<file path="src/rtl/csmul_pkg.sv">
package csmul_pkg;

  typedef enum logic [1:0] {
    ST_IDLE   = 2'd0,
    ST_PPGEN  = 2'd1,
    ST_REDUCE = 2'd2,
    ST_FINAL  = 2'd3
  } phase_e;

  // Number of 3:2 levels needed to bring n operands down to two.
  function automatic int reduce_levels(input int n);
    int c;
    int l;
    c = n;
    l = 0;
    while (c > 2) begin
      c = 2 * (c / 3) + (c % 3);
      l++;
    end
    return l;
  endfunction

  // Total busy cycles of one run.
  function automatic int run_cycles(input int n, input int step, input bit approx);
    return 1 + step * reduce_levels(n) + step * (approx ? n : 2 * n);
  endfunction

endpackage

</file>
<file path="src/rtl/csmul_step_timer.sv">
module csmul_step_timer #(
  parameter int STEP_CYC = 13
) (
  input  logic clk,
  input  logic rst,
  input  logic clear,
  input  logic en,
  output logic tick
);
  localparam int TW = (STEP_CYC > 1) ? $clog2(STEP_CYC) : 1;
  localparam logic [TW-1:0] LAST = TW'(STEP_CYC - 1);

  logic [TW-1:0] cnt_q;

  always_ff @(posedge clk) begin
    if (rst || clear) begin
      cnt_q <= '0;
    end else if (en) begin
      cnt_q <= (cnt_q == LAST) ? '0 : cnt_q + 1'b1;
    end
  end

  assign tick = en && (cnt_q == LAST);

  // The step counter never leaves its range (R3 level timing).
  assert_step_range_R3: assert property (@(posedge clk) disable iff (rst)
    cnt_q <= LAST);

endmodule

</file>
<file path="src/rtl/csmul_ppgen.sv">
module csmul_ppgen #(
  parameter int W = 8
) (
  input  logic [W-1:0]            a,
  input  logic [W-1:0]            b,
  output logic [W-1:0][2*W-1:0]   pp
);
  localparam int OW = 2 * W;

  for (genvar i = 0; i < W; i++) begin : g_row
    assign pp[i] = b[i] ? (OW'(a) << i) : '0;
  end

endmodule

</file>
<file path="src/rtl/csmul_csa_level.sv">
module csmul_csa_level #(
  parameter int SLOTS = 8,
  parameter int OW    = 16,
  parameter int CW    = 4
) (
  input  logic [SLOTS-1:0][OW-1:0] ops_i,
  input  logic [CW-1:0]            cnt_i,
  output logic [SLOTS-1:0][OW-1:0] ops_o,
  output logic [CW-1:0]            cnt_o
);
  localparam int GMAX = SLOTS / 3;
  localparam int GN   = (GMAX > 0) ? GMAX : 1;

  logic [GN-1:0][OW-1:0] sum_w;
  logic [GN-1:0][OW-1:0] cry_w;

  if (GMAX > 0) begin : g_cells
    for (genvar g = 0; g < GMAX; g++) begin : g_fa
      logic [OW-1:0] p, q, r;
      assign p = ops_i[3*g];
      assign q = ops_i[3*g+1];
      assign r = ops_i[3*g+2];
      assign sum_w[g] = p ^ q ^ r;
      assign cry_w[g] = ((p & q) | (p & r) | (q & r)) << 1;
    end
  end else begin : g_none
    assign sum_w = '0;
    assign cry_w = '0;
  end

  logic [CW-1:0] grp;
  logic [CW-1:0] rem;

  always_comb begin
    grp   = cnt_i / CW'(3);
    rem   = cnt_i - CW'(3) * grp;
    ops_o = '0;
    for (int j = 0; j < GN; j++) begin
      if (CW'(j) < grp) begin
        ops_o[2*j]   = sum_w[j];
        ops_o[2*j+1] = cry_w[j];
      end
    end
    for (int k = 0; k < 2; k++) begin
      if (CW'(k) < rem) begin
        if ((3 * int'(grp) + k) < SLOTS && (2 * int'(grp) + k) < SLOTS)
          ops_o[2*int'(grp)+k] = ops_i[3*int'(grp)+k];
      end
    end
    cnt_o = CW'(2) * grp + rem;
  end

endmodule

</file>
<file path="src/rtl/csmul_top.sv">
module csmul_top
  import csmul_pkg::*;
#(
  parameter int W        = 8,
  parameter int STEP_CYC = 13,
  parameter int CNT_W    = 16
) (
  input  logic             clk,
  input  logic             rst,
  input  logic             start_i,
  input  logic             approx_i,
  input  logic [W-1:0]     a_i,
  input  logic [W-1:0]     b_i,
  output logic             busy_o,
  output logic             done_o,
  output logic [2*W-1:0]   product_o,
  output logic [CNT_W-1:0] cycles_o
);
  localparam int OW = 2 * W;
  localparam int CW = $clog2(W + 1);
  localparam int IW = $clog2(OW);
  localparam logic [IW-1:0] LAST_BIT  = IW'(OW - 1);
  localparam logic [IW-1:0] HIGH_BASE = IW'(W);

  phase_e                state;
  logic [W-1:0]          a_q, b_q;
  logic                  approx_q;
  logic [W-1:0][OW-1:0]  ops_q;
  logic [CW-1:0]         cnt_q;
  logic [IW-1:0]         bit_idx;
  logic                  carry_q;
  logic [OW-1:0]         res_q;
  logic [CNT_W-1:0]      cyc_q;

  logic [W-1:0][OW-1:0]  pp_w;
  logic [W-1:0][OW-1:0]  lvl_ops;
  logic [CW-1:0]         lvl_cnt;
  logic                  tick;

  csmul_ppgen #(.W(W)) ppgen_i (
    .a (a_q),
    .b (b_q),
    .pp(pp_w)
  );

  csmul_csa_level #(.SLOTS(W), .OW(OW), .CW(CW)) level_i (
    .ops_i(ops_q),
    .cnt_i(cnt_q),
    .ops_o(lvl_ops),
    .cnt_o(lvl_cnt)
  );

  csmul_step_timer #(.STEP_CYC(STEP_CYC)) timer_i (
    .clk  (clk),
    .rst  (rst),
    .clear(state == ST_PPGEN),
    .en   ((state == ST_REDUCE) || (state == ST_FINAL)),
    .tick (tick)
  );

  // One ripple bit of the final addition.
  logic          xb, yb, sbit, cbit;
  logic [OW-1:0] res_nx;
  logic [OW-1:0] fin_x, fin_y;

  always_comb begin
    xb     = ops_q[0][bit_idx];
    yb     = ops_q[1][bit_idx];
    sbit   = xb ^ yb ^ carry_q;
    cbit   = (xb & yb) | (xb & carry_q) | (yb & carry_q);
    res_nx = res_q;
    res_nx[bit_idx] = sbit;
    fin_x  = (state == ST_PPGEN) ? pp_w[0] : lvl_ops[0];
    fin_y  = (state == ST_PPGEN) ? pp_w[1] : lvl_ops[1];
  end

  always_ff @(posedge clk) begin
    if (rst) begin
      state     <= ST_IDLE;
      busy_o    <= 1'b0;
      done_o    <= 1'b0;
      product_o <= '0;
      cycles_o  <= '0;
      a_q       <= '0;
      b_q       <= '0;
      approx_q  <= 1'b0;
      ops_q     <= '0;
      cnt_q     <= '0;
      bit_idx   <= '0;
      carry_q   <= 1'b0;
      res_q     <= '0;
      cyc_q     <= '0;
    end else begin
      done_o <= 1'b0;
      case (state)
        ST_IDLE: begin
          if (start_i) begin
            a_q      <= a_i;
            b_q      <= b_i;
            approx_q <= approx_i;
            busy_o   <= 1'b1;
            cyc_q    <= CNT_W'(1);
            state    <= ST_PPGEN;
          end
        end
        ST_PPGEN: begin
          cyc_q <= cyc_q + 1'b1;
          ops_q <= pp_w;
          cnt_q <= CW'(W);
          if (W > 2) begin
            state <= ST_REDUCE;
          end else begin
            state   <= ST_FINAL;
            carry_q <= 1'b0;
            if (approx_q) begin
              res_q   <= {{W{1'b0}}, fin_x[W-1:0] | fin_y[W-1:0]};
              bit_idx <= HIGH_BASE;
            end else begin
              res_q   <= '0;
              bit_idx <= '0;
            end
          end
        end
        ST_REDUCE: begin
          cyc_q <= cyc_q + 1'b1;
          if (tick) begin
            ops_q <= lvl_ops;
            cnt_q <= lvl_cnt;
            if (lvl_cnt == CW'(2)) begin
              state   <= ST_FINAL;
              carry_q <= 1'b0;
              if (approx_q) begin
                res_q   <= {{W{1'b0}}, fin_x[W-1:0] | fin_y[W-1:0]};
                bit_idx <= HIGH_BASE;
              end else begin
                res_q   <= '0;
                bit_idx <= '0;
              end
            end
          end
        end
        ST_FINAL: begin
          if (tick) begin
            res_q   <= res_nx;
            carry_q <= cbit;
            if (bit_idx == LAST_BIT) begin
              state     <= ST_IDLE;
              busy_o    <= 1'b0;
              done_o    <= 1'b1;
              product_o <= res_nx;
              cycles_o  <= cyc_q;
            end else begin
              bit_idx <= bit_idx + 1'b1;
              cyc_q   <= cyc_q + 1'b1;
            end
          end else begin
            cyc_q <= cyc_q + 1'b1;
          end
        end
        default: state <= ST_IDLE;
      endcase
    end
  end

  // Sums of the live operands, mod 2^OW, before and after one level.
  logic [OW-1:0] sum_cur, sum_nxt;
  always_comb begin
    sum_cur = '0;
    sum_nxt = '0;
    for (int i = 0; i < W; i++) begin
      if (CW'(i) < cnt_q)   sum_cur = sum_cur + ops_q[i];
      if (CW'(i) < lvl_cnt) sum_nxt = sum_nxt + lvl_ops[i];
    end
  end

  assert_sum_kept_R3: assert property (@(posedge clk) disable iff (rst)
    (state == ST_REDUCE && tick) |-> (sum_nxt == sum_cur));

  assert_level_shrinks_R3: assert property (@(posedge clk) disable iff (rst)
    (state == ST_REDUCE && tick) |-> (lvl_cnt < cnt_q && lvl_cnt >= CW'(2)));

  assert_precise_product_R4: assert property (@(posedge clk) disable iff (rst)
    (done_o && !approx_q) |-> (product_o == OW'(a_q) * OW'(b_q)));

  assert_latency_R5_R7: assert property (@(posedge clk) disable iff (rst)
    done_o |-> (cycles_o == CNT_W'(run_cycles(W, STEP_CYC, approx_q))));

  assert_done_pulse_R8: assert property (@(posedge clk) disable iff (rst)
    done_o |=> !done_o);

  assert_busy_done_excl_R8: assert property (@(posedge clk) disable iff (rst)
    !(busy_o && done_o));

  assert_ignore_start_R9: assert property (@(posedge clk) disable iff (rst)
    (busy_o && start_i) |=> ($stable(a_q) && $stable(b_q) && $stable(approx_q)));

endmodule

</file>
<file path="config.mk">
export PLATFORM = sky130hd
export DESIGN_NAME = csmul_top
export DESIGN_NICKNAME = d
export VERILOG_FILES = /design/src/rtl/csmul_pkg.sv /design/src/rtl/csmul_step_timer.sv /design/src/rtl/csmul_ppgen.sv /design/src/rtl/csmul_csa_level.sv /design/src/rtl/csmul_top.sv
export SDC_FILE = /design/constraint.sdc
export NUM_CORES = 1
export LEC_CHECK = 0
export ABC_AREA = 0
export ABC_CLOCK_PERIOD_IN_PS = 4500
export BUFFER_PORTS_ARGS = -buffer_cell sky130_fd_sc_hd__buf_4
export CAP_MARGIN = 20
export CELL_PAD_IN_SITES_DETAIL_PLACEMENT = 1
export CELL_PAD_IN_SITES_GLOBAL_PLACEMENT = 2
export CORE_MARGIN = 4
export CORE_UTILIZATION = 35
export CTS_CLUSTER_DIAMETER = 200
export DETAILED_ROUTE_END_ITERATION = 8
export PLACE_DENSITY = 0.79
export SYNTH_ARGS = -nofsm -noshare
export SYNTH_HDL_FRONTEND = slang
export SYNTH_HIERARCHICAL = 1
export SYNTH_SLANG_ARGS = --single-unit
</file>
<file path="constraint.sdc">
create_clock -name clk -period 4.5 [get_ports clk]
set_clock_uncertainty 0.05 [all_clocks]
set_input_delay 0.9 -clock clk [delete_from_list [all_inputs] [get_ports clk]]
set_output_delay 0.9 -clock clk [all_outputs]
set_load 0.01 [all_outputs]
</file>
==> summary.txt, run 1 <==
Leak = 6.33 nW
Final-stage net count = 2059
Critical Path RT = 4.90 ns
CP endpoint kind = register
CTS tree = done
Most used cell, CP = inv_2
CTS Buf Count = 28
Fillers = 5293
Startpoint type of the worst setup path = register
Vias/cell = 5.80
Slew Viols, Final = 0
Endpoints failing setup = 0
Post-Place Worst Slack = -0.0304 ns
Run status = finished, final reports clean
PnR worst setup slack = 0.00193 ns
Primary FF master, synth = dfxtp_1
Yosys top cell area share = 28.2%
Largest net degree at the start of global routing = 199
Mapped cell area = 0.0160 mm²
R2R setup slack = 0.002 ns
Netlist cell types = 77
HP Class = reg2reg
Crit-path cells = inv_2 -> nor2_2 -> ha_2 -> inv_2 -> ha_4 -> nand2b_4 -> a211oi_4 -> nor2_4 -> ha_4 -> inv_4 -> fa_1 -> ha_2 -> inv_2 -> fa_2 -> xnor2_2 -> xnor2_2 -> or4b_4 -> a21oi_4 -> buf_4 -> a21oi_1 -> mux2_2
Die Area = 0.0491 mm²
First-pass GRT wire length = 91.1 mm
Drt drc = 0
Clk sink count = 225
Critical-path maximum fanout = 3
Post-Route WL = 60.2 mm
Core Area = 0.0446 mm²
1st-iter DRT viols = 1034
Leading cell type in the layout, fill and taps excluded = nand2_1
Die height = 222 µm
Area Overhead vs Synth = 14.6%
Setup CP Type = reg2reg
Syn Inst Count = 1974
EDFF count, synth = 0
Most frequent cells in the layout = nand2_1 (255), dfxtp_1 (222), nor2_1 (215)
Ranking of synthesized cells by area = dfxtp_1 (28%), mux2i_1 (10%), a211oi_1 (6.1%), nand2_1 (6.0%), nor2_1 (5.3%)
Ant diodes = 0
Max rail drop VDD = 0.415 mV
Port Buffers = 53
Total grt overflow = 0
Vias in the first global route = 15100
H-tree depth = 1
Final Cell Area = 0.0183 mm²
Asr flop ratio synth = 0%
Pwr Density = 793 mW/mm²
Slowest cell on the critical path = or4b_4
Relative slew margins = 15.6%
Delay of the slowest critical-path stage = 0.55 ns
Unrepaired setup endpoints after global routing = yes
Die W = 222 µm
Cell accounting for the most synthesized area = dfxtp_1
Final non-filler cell total = 2588
1st-pass router iterations = 7
Overall routing resource usage = 22.8%
Synth Warn # = 6
Register bit count reported by yosys = 225
Layout cells sized above 1 = 15.4%
Slew @ Worst Pin = 1.27 ns
Initial antenna violation count = 1
Clk_lat worst skew = 0.57 ns
Deepest clock path buffer count = 3
Tcrit/Tclk final = 100%
Hold Vio Cnt, Final = 0
Mapped Avg Cell Area = 8.09 µm²
Antenna Nets Post-Route = 0
Final HPWL DP = 36.2 mm
Seq/Total Area, Yosys = 28.2%
Initial Util = 35.8%
CTS root buffer = clkbuf_16
CP bufs+invs = 5
IO Pins = 54
FMAX = 0.222 GHz
Cells after DPL = 2517
Family with the most delay on the worst path = adder cells
FP Rows = 77
Final GP Congestion = 0.817
Placed cell areas = 0.0168 mm²
Hold buffer count at cts = 0
Worst-path clk slew = 0.06 ns
Final min period = 4.50 ns
Max_cap viols = 0
WL per Instance = 23.3 µm
Fin util = 41.0%
Arrival @ worst endpoint = 4.90 ns
Via count = 15000
[per-layer routing]
| layer | global-route usage [%] | wire length [µm] |
|---|---|---|
| met3 | 3.63 | 2880 |
| met2 | 38.3 | 28200 |
| met4 | 6.20 | 1580 |
| met1 | 30.7 | 27600 |
| met5 | 0 | 0 |
[logic make-up after synthesis]
| family | Yosys count | share of synthesized area (%) |
|---|---|---|
| simple gates | 779 | 23.0 |
| compound gates | 449 | 20.4 |
| buf+inv | 262 | 8.89 |
| flops | 225 | 28.2 |
| mux | 179 | 12.0 |
| fa+ha+maj | 61 | 6.43 |
| xor+xnor | 18 | 1.08 |
| other cells | 1 | 0.0235 |
[timing repair]
action | 4_1_cts | 5_1_grt
pin swaps | 1 | 45
buffers inserted | 0 | 20
gates resized for setup | 3 | 65
endpoints found under the setup margin | 19 | 77
gates cloned | 0 | 3
[stage by stage]
stage,TNS [ns],hold slack [ns],total power [mW]
6_report,0,0.405,14.5
5_1_grt,-5.03,0.431,15.4
4_1_cts,0,0.410,13.9
3_5_place_dp,-0.203,0.402,11.5
3_3_place_gp,-0.307,0.394,11.2
2_1_floorplan,-0.0286,0.382,8.58
[worst min-delay path: stages (launching register included)]
cell	delay (ns)
dfxtp_1	0.31
nand2_1	0.05
a21oi_1	0.05
[report_power, final]
group	switching [mW]	internal [mW]
combinational	5.46	3.45
clock	0.961	1.38
sequential	0.743	2.50
[path summary, 6_finish.rpt]
| check | start | end | cells past startpoint |
|---|---|---|---|
| setup / recovery | cnt_q[2]$_SDFFE_PP0P_ | bit_idx[0]$_SDFFE_PP0P_ | 21 |
| hold reg to reg | cycles_o[0]$_SDFFE_PP0P_ | cycles_o[0]$_SDFFE_PP0P_ | 2 |
| hold / removal | cycles_o[0]$_SDFFE_PP0P_ | cycles_o[0]$_SDFFE_PP0P_ | 2 |
| setup reg to reg | cnt_q[2]$_SDFFE_PP0P_ | bit_idx[0]$_SDFFE_PP0P_ | 21 |
[registers in the layout (all words and copies together), names as in the netlist]
name           cells
ops_q            128
cyc_q             16
cycles_o          16
product_o         16
res_q             15
a_q                8
b_q                8
bit_idx            4
cnt_q              4
timer_i/cnt_q      4
state              2
approx_q           1
busy_o             1
carry_q            1
done_o             1
[synthesized netlist by cell type, types with 24 or more instances]
master	instances
and2_1	70
mux2i_1	161
nand2b_1	32
inv_1	26
nand3_1	36
nand2_1	256
o21ai_1	32
ha_1	26
clkbuf_1	79
a21oi_1	59
a31oi_1	88
nor3_1	71
buf_2	64
fa_1	35
buf_4	74
nor2_1	226
dfxtp_1	225
a221o_1	31
o21ai_0	24
a211oi_1	130
[area by class of cell]
type	count	area [µm²]	share of cell area (%)
Clock inverter	8	98.8	0.540
Multi-Input combinational cell	1551	10600	57.9
Clock buffer	40	827	4.52
Inverter	29	111	0.609
Timing Repair Buffer	143	1420	7.76
Sequential cell	225	4510	24.6
Tap cell	592	741	4.05
Note: power is estimated with default switching activity, not from simulation.
==> run 2: changes to the inputs <==
Settings changed: ABC_AREA 0 to 1, ABC_CLOCK_PERIOD_IN_PS 4500 to 5120, PLACE_DENSITY 0.79 to 0.84.
Clock period 4.5 ns to 5.12 ns, I/O delays scaled along.
==> summary.txt, run 2 <==
Run status = finished, final reports clean (unchanged)
Initial Util = 35.5% (was 35.8%)
Die Area = 0.0510 mm² (was 0.0491 mm²)
IO Pins = 54 (unchanged)
FMAX = 0.214 GHz (was 0.222 GHz)
Max reg flops = 128 (unchanged)
Hold Vio Cnt, Final = 0 (unchanged)
FP Rows = 79 (was 77)
R2R depth = 29 (was 21)
Hold EP = res_q[8]$_SDFFE_PP0P_ (was cycles_o[0]$_SDFFE_PP0P_)
Netlist cell types = 40 (was 77)
Placed cell areas = 0.0170 mm² (was 0.0168 mm²)
FF-to-FF End = res_q[7]$_SDFFE_PP0P_ (was bit_idx[0]$_SDFFE_PP0P_)
EDFF count, synth = 0 (unchanged)
H-tree depth = 1 (unchanged)
Setup CP Type = reg2reg (unchanged)
FF-to-FF Start = cnt_q[2]$_SDFFE_PP0P_ (unchanged)
Max_cap viols = 0 (unchanged)
Clk_lat worst skew = 0.59 ns (was 0.57 ns)
1st-iter DRT viols = 1265 (was 1034)
Deepest clock path buffer count = 3 (unchanged)
Die W = 226 µm (was 222 µm)
Clk sink count = 226 (was 225)
First-pass GRT wire length = 104 mm (was 91.1 mm)
Final-stage net count = 2748 (was 2059)
Via count = 17900 (was 15000)
Endpoints failing setup = 0 (unchanged)
Worst Hold Depth = 2 (unchanged)
Arrival @ worst endpoint = 5.09 ns (was 4.90 ns)
Post-CTS setup buffer count = 0 (unchanged)
Slew @ Worst Pin = 1.05 ns (was 1.27 ns)
Critical-path maximum fanout = 34 (was 3)
Layout cells sized above 1 = 7.48% (was 15.4%)
Unrepaired setup endpoints after global routing = no (was yes)
Total grt overflow = 0 (unchanged)
Final min period = 4.67 ns (was 4.50 ns)
Top-count cell post-synth = nand2_1 (unchanged)
CP endpoint kind = register (unchanged)
Hold buffer count at cts = 0 (unchanged)
Final HPWL DP = 42.7 mm (was 36.2 mm)
Slew Viols, Final = 0 (unchanged)
CTS tree = done (unchanged)
Register bit count reported by yosys = 226 (was 225)
Primary FF master, synth = dfxtp_1 (unchanged)
Delay of the slowest critical-path stage = 0.47 ns (was 0.55 ns)
Port Buffers = 53 (unchanged)
Total negative setup slack = 0 ns (unchanged)
Leading cell type in the layout, fill and taps excluded = nand2_1 (unchanged)
R2R setup slack = 0.45 ns (was 0.002 ns)
Antenna Nets Post-Route = 0 (unchanged)
Mapped cell area = 0.0166 mm² (was 0.0160 mm²)
Most used cell, CP = nand2_1 (was inv_2)
Slowest cell on the critical path = buf_4 (was or4b_4)
Post-Route WL = 65.8 mm (was 60.2 mm)
Cell accounting for the most synthesized area = dfxtp_1 (unchanged)
Most frequent cells in the layout = nand2_1 (892), nand3_1 (325), nor2_1 (235) (was nand2_1 (255), dfxtp_1 (222), nor2_1 (215))
Post-synth top cells = nand2_1 (892), nand3_1 (326), nor2_1 (235) (was nand2_1 (256), nor2_1 (226), dfxtp_1 (225))
Leak = 8.17 nW (was 6.33 nW)
Synth Warn # = 6 (unchanged)
Relative slew margins = 30.3% (was 15.6%)
Seq/Total Area, Yosys = 27.3% (was 28.2%)
Mapped Avg Cell Area = 6.09 µm² (was 8.09 µm²)
1st-pass router iterations = 5 (was 7)
Ant diodes = 0 (unchanged)
Hold_sp = res_q[8]$_SDFFE_PP0P_ (was cycles_o[0]$_SDFFE_PP0P_)
Pwr Density = 748 mW/mm² (was 793 mW/mm²)
Vias/cell = 5.44 (was 5.80)
Vias in the first global route = 18300 (was 15100)
Top reg by flops = ops_q (unchanged)
CTS root buffer = clkbuf_16 (unchanged)
Final Cell Area = 0.0181 mm² (was 0.0183 mm²)
WL per Instance = 20.0 µm (was 23.3 µm)
Initial antenna violation count = 0 (was 1)
Startpoint type of the worst setup path = register (unchanged)
Post-CTS Resized = 0 (was 3)
CTS Buf Count = 30 (was 28)
Largest net degree at the start of global routing = 134 (was 199)
Asr flop ratio synth = 0% (unchanged)
Drt drc = 0 (unchanged)
Yosys top cell area share = 27.3% (was 28.2%)
Ranking of synthesized cells by area = dfxtp_1 (27%), nand2_1 (20%), nand3_1 (9.8%), nor2_1 (5.3%), a31oi_1 (5.0%) (was dfxtp_1 (28%), mux2i_1 (10%), a211oi_1 (6.1%), nand2_1 (6.0%), nor2_1 (5.3%))
Syn Inst Count = 2724 (was 1974)
Overall routing resource usage = 25.6% (was 22.8%)
Max rail drop VDD = 0.379 mV (was 0.415 mV)
Die height = 226 µm (was 222 µm)
Final GP Congestion = 0.856 (was 0.817)
Worst-path clk slew = 0.06 ns (about the same)
HP Class = reg2reg (unchanged)
Tcrit/Tclk final = 91.2% (was 100%)
Critical Path RT = 5.54 ns (was 4.90 ns)
Core Area = 0.0468 mm² (was 0.0446 mm²)
Area Overhead vs Synth = 8.95% (was 14.6%)
-- run 2: logic make-up after synthesis --
kind of cell	Yosys count	share of synthesized area, %
fa+ha+maj	61	6.18
simple gates	1511	37.8
xor+xnor	10	0.528
compound gates	428	14.2
buf+inv	487	14.0
flops	226	27.3
other cells	1	0.0226
-- run 2: cell type report --
class | count | area [µm²]
fill | 6269 | 28700
clock inverter | 10 | 181
multi-input combinational | 2074 | 10000
tap | 607 | 759
sequential | 226 | 4520
inverter | 233 | 885
clock buffer | 43 | 881
timing repair buffer | 102 | 841
-- run 2: through the flow --
stage	setup slack (ns)	power, mW	hold WS (ns)	util, %	std cells
3_5_place_dp	0.488	11.1	0.403	36.4	3242
3_3_place_gp	0.710	11.0	0.395	36.4	3242
5_1_grt	0.0585	14.6	0.438	38.7	3295
2_1_floorplan	0.405	8.47	0.383	-	2787
6_report	0.451	13.5	0.414	38.7	3295
4_1_cts	0.468	13.5	0.414	38.7	3295
-- run 2: layer usage --
layer | vias to the layer above | GRT usage [%] | routed length (µm)
met1 | 8747 | 35.0 | 29600
met5 | - | 0 | 0
li1 | 8550 | - | -
met2 | 514 | 42.4 | 30200
met4 | 0 | 7.80 | 1930
met3 | 121 | 3.28 | 4090
-- run 2: worst max path at each step --
| stage | from | end | slack, ns | depth (start not counted) |
|---|---|---|---|---|
| 2_1_floorplan | cnt_q[2]$_SDFFE_PP0P_ | res_q[0]$_SDFFE_PP0P_ | 0.41 | 30 |
| 3_3_place_gp | cnt_q[2]$_SDFFE_PP0P_ | res_q[7]$_SDFFE_PP0P_ | 0.71 | 29 |
| 3_5_place_dp | cnt_q[2]$_SDFFE_PP0P_ | res_q[7]$_SDFFE_PP0P_ | 0.49 | 29 |
| 4_1_cts | cnt_q[2]$_SDFFE_PP0P_ | res_q[7]$_SDFFE_PP0P_ | 0.47 | 29 |
| 5_1_grt | cnt_q[2]$_SDFFE_PP0P_ | res_q[2]$_SDFFE_PP0P_ | 0.06 | 23 |
| 6_report | cnt_q[2]$_SDFFE_PP0P_ | res_q[7]$_SDFFE_PP0P_ | 0.45 | 29 |
-- run 2: power by group --
| group | internal [mW] | switching, mW | total [mW] | leakage (nW) |
|---|---|---|---|---|
| sequential | 2.25 | 0.810 | 3.06 | 1.85 |
| clock | 1.43 | 0.864 | 2.30 | 0.519 |
| combinational | 2.38 | 5.80 | 8.18 | 5.81 |
| total | 6.06 | 7.47 | 13.5 | 8.17 |
-- run 2: worst max-delay path, delay by kind of cell, from the launching register on --
kind | cells | cell delay, ns
AOI/OAI and AO/OA | 1 | 0.11
and+or+nand+nor | 17 | 1.92
DFF | 1 | 0.39
adders and majority gates | 4 | 1.05
buffers and inverters | 7 | 1.03
==> run 3: changes to the inputs <==
Settings changed: PLACE_DENSITY 0.84 to 0.82.
==> summary.txt, run 3 (synthesis gave the netlist of run 2 again) <==
Initial antenna violation count = 1 (was 0)
1st-pass router iterations = 5 (unchanged)
Port Buffers = 53 (unchanged)
Multi-input combinational cell area = 0.0100 mm² (unchanged)
Die Area = 0.0510 mm² (unchanged)
Critical-path maximum fanout = 22 (was 34)
Core Area = 0.0468 mm² (unchanged)
Area Overhead vs Synth = 8.74% (was 8.95%)
Hold EP = res_q[13]$_SDFFE_PP0P_ (was res_q[8]$_SDFFE_PP0P_)
Die W = 226 µm (unchanged)
Most frequent cells in the layout = nand2_1 (892), nand3_1 (325), nor2_1 (235) (unchanged)
Vias/cell = 5.45 (was 5.44)
FMAX = 0.214 GHz (about the same)
Leading cell type in the layout, fill and taps excluded = nand2_1 (unchanged)
Worst-path clk slew = 0.07 ns (was 0.06 ns)
Endpoints failing setup = 0 (unchanged)
Most used cell, CP = ha_1 (was nand2_1)
Max_cap viols = 0 (unchanged)
WL per Instance = 20.5 µm (was 20.0 µm)
Via count = 18000 (was 17900)
Total grt overflow = 0 (unchanged)
Die height = 226 µm (unchanged)
Antenna Nets Post-Route = 0 (unchanged)
Final HPWL DP = 43.2 mm (was 42.7 mm)
Clk sink count = 226 (unchanged)
Startpoint type of the worst setup path = register (unchanged)
Slew Viols, Final = 0 (unchanged)
Ant diodes = 0 (unchanged)
Cells after DPL = 3240 (was 3242)
FF-to-FF Start = cnt_q[3]$_SDFFE_PP0P_ (was cnt_q[2]$_SDFFE_PP0P_)
Crit-path cells = nor2_4 -> ha_1 -> inv_1 -> ha_1 -> nand2_4 -> nand2_2 -> nand2_4 -> ha_1 -> clkinv_1 -> fa_1 -> ha_1 -> inv_1 -> fa_1 -> xnor2_1 -> xor2_1 -> inv_1 -> nand3_2 -> nand2_1 -> nand3_1 -> nand2_1 -> a21oi_1
CTS tree = done (unchanged)
Relative slew margins = 21.6% (was 30.3%)
Hold Vio Cnt, Final = 0 (unchanged)
Final non-filler cell total = 3297 (was 3295)
Final min period = 4.67 ns (about the same)
Unrepaired setup endpoints after global routing = no (unchanged)
Deepest clock path buffer count = 3 (unchanged)
Register area = 0.00452 mm² (unchanged)
Setup CP Type = reg2reg (unchanged)
R2R setup slack = 0.45 ns (about the same)
Overall routing resource usage = 26.1% (was 25.6%)
Arrival @ worst endpoint = 5.12 ns (was 5.09 ns)
Post-Place Worst Slack = 0.457 ns (was 0.488 ns)
Tcrit/Tclk final = 91.1% (was 91.2%)
Worst Hold Depth = 2 (unchanged)
Hold_sp = res_q[13]$_SDFFE_PP0P_ (was res_q[8]$_SDFFE_PP0P_)
Post-Route WL = 67.7 mm (was 65.8 mm)
Leak = 8.17 nW (about the same)
Max rail drop VDD = 0.491 mV (was 0.379 mV)
Critical Path RT = 5.58 ns (was 5.54 ns)
Hold buffer count at cts = 0 (unchanged)
Largest net degree at the start of global routing = 117 (was 134)
Initial Util = 35.5% (unchanged)
Final GP Congestion = 0.881 (was 0.856)
Fillers = 6286 (was 6269)
R2R depth = 21 (was 29)
Vias in the first global route = 18300 (about the same)
HP Class = reg2reg (unchanged)
1st-iter DRT viols = 1229 (was 1265)
Pwr Density = 754 mW/mm² (was 748 mW/mm²)
Slowest cell on the critical path = fa_1 (was buf_4)
Run status = finished, final reports clean (unchanged)
Layout cells sized above 1 = 7.66% (was 7.48%)
CTS Buf Count = 30 (unchanged)
Fin util = 38.6% (was 38.7%)
Final-stage net count = 2747 (was 2748)
CP endpoint kind = register (unchanged)
Delay of the slowest critical-path stage = 0.57 ns (was 0.47 ns)
IO Pins = 54 (unchanged)
PnR worst setup slack = 0.453 ns (was 0.451 ns)
FF-to-FF End = bit_idx[0]$_SDFFE_PP0P_ (was res_q[7]$_SDFFE_PP0P_)
CTS root buffer = clkbuf_16 (unchanged)
Clk_lat worst skew = 0.61 ns (was 0.59 ns)
First-pass GRT wire length = 105 mm (was 104 mm)
Drt drc = 0 (unchanged)
H-tree depth = 1 (unchanged)
FP Rows = 79 (unchanged)
Top reg by flops = ops_q (unchanged)
Slew @ Worst Pin = 1.17 ns (was 1.05 ns)
Max reg flops = 128 (unchanged)
Total negative setup slack = 0 ns (unchanged)
## run 3: changes by cell type in the layout (fill, tap and decap cells not counted), moves of 2 or more
cell       delta
bufinv_16     -2
clkbuf_8      +2
clkinv_2      +4
buf_12        -4
clkbuf_1      -3
## run 3: per-layer routing
layer  share of wire, %  wire length (µm)  track usage, %  vias to the layer above
met5              0.030                20               0                        -
met2                 46             31000            43.5                      496
met4                3.7              2480            8.52                        2
met1                 45             30300            34.7                     8808
li1                   -                 -               -                     8529
met3                5.7              3850            4.17                      150
## run 3: area by class of cell
class	count	share of cell area, %
timing repair buffer	101	4.47
clock inverter	15	1.05
multi-input combinational	2074	55.5
tap	607	4.21
inverter	233	4.90
sequential	226	25.1
clock buffer	41	4.83
## run 3: worst max path at each step
stage                                startpoint                      end  slack [ns]  cells after the start
after detailed placement  cnt_q[2]$_SDFFE_PP0P_    res_q[0]$_SDFFE_PP0P_        0.46                     27
after global routing      cnt_q[2]$_SDFFE_PP0P_    res_q[0]$_SDFFE_PP0P_        0.10                     27
after floorplan           cnt_q[2]$_SDFFE_PP0P_    res_q[0]$_SDFFE_PP0P_        0.41                     30
final                     cnt_q[3]$_SDFFE_PP0P_  bit_idx[0]$_SDFFE_PP0P_        0.45                     21
after CTS                 cnt_q[2]$_SDFFE_PP0P_    res_q[0]$_SDFFE_PP0P_        0.43                     27
after global placement    cnt_q[2]$_SDFFE_PP0P_    res_q[0]$_SDFFE_PP0P_        0.55                     27
## run 3: stage by stage
step | area [µm²] | power [mW] | hold WS, ns
2_1_floorplan | 16800 | 8.47 | 0.383
5_1_grt | 18100 | 14.7 | 0.429
3_3_place_gp | 17000 | 11.0 | 0.395
6_report | 18100 | 13.6 | 0.413
3_5_place_dp | 17000 | 11.2 | 0.408
4_1_cts | 18000 | 13.5 | 0.415
## run 3: critical path: cells and delay by family, from the launching register on
kind | cells | cell delay [ns]
xor+xnor | 2 | 0.44
fa+ha+maj | 6 | 1.80
simple gates | 8 | 1.38
buf+inv | 4 | 0.33
compound gates | 1 | 0.13
flops | 1 | 0.45
## run 3: power by group
part / total (mW) / switching (mW) / internal [mW]
Clock: 2.27 / 0.925 / 1.35
Sequential: 3.04 / 0.789 / 2.25
Combinational: 8.31 / 5.97 / 2.33
Total: 13.6 / 7.69 / 5.93
## run 3: repair_timing
item	4_1_cts	5_1_grt
setup buffers	0	0
setup endpoints to repair	0	1
gates resized for setup	0	1
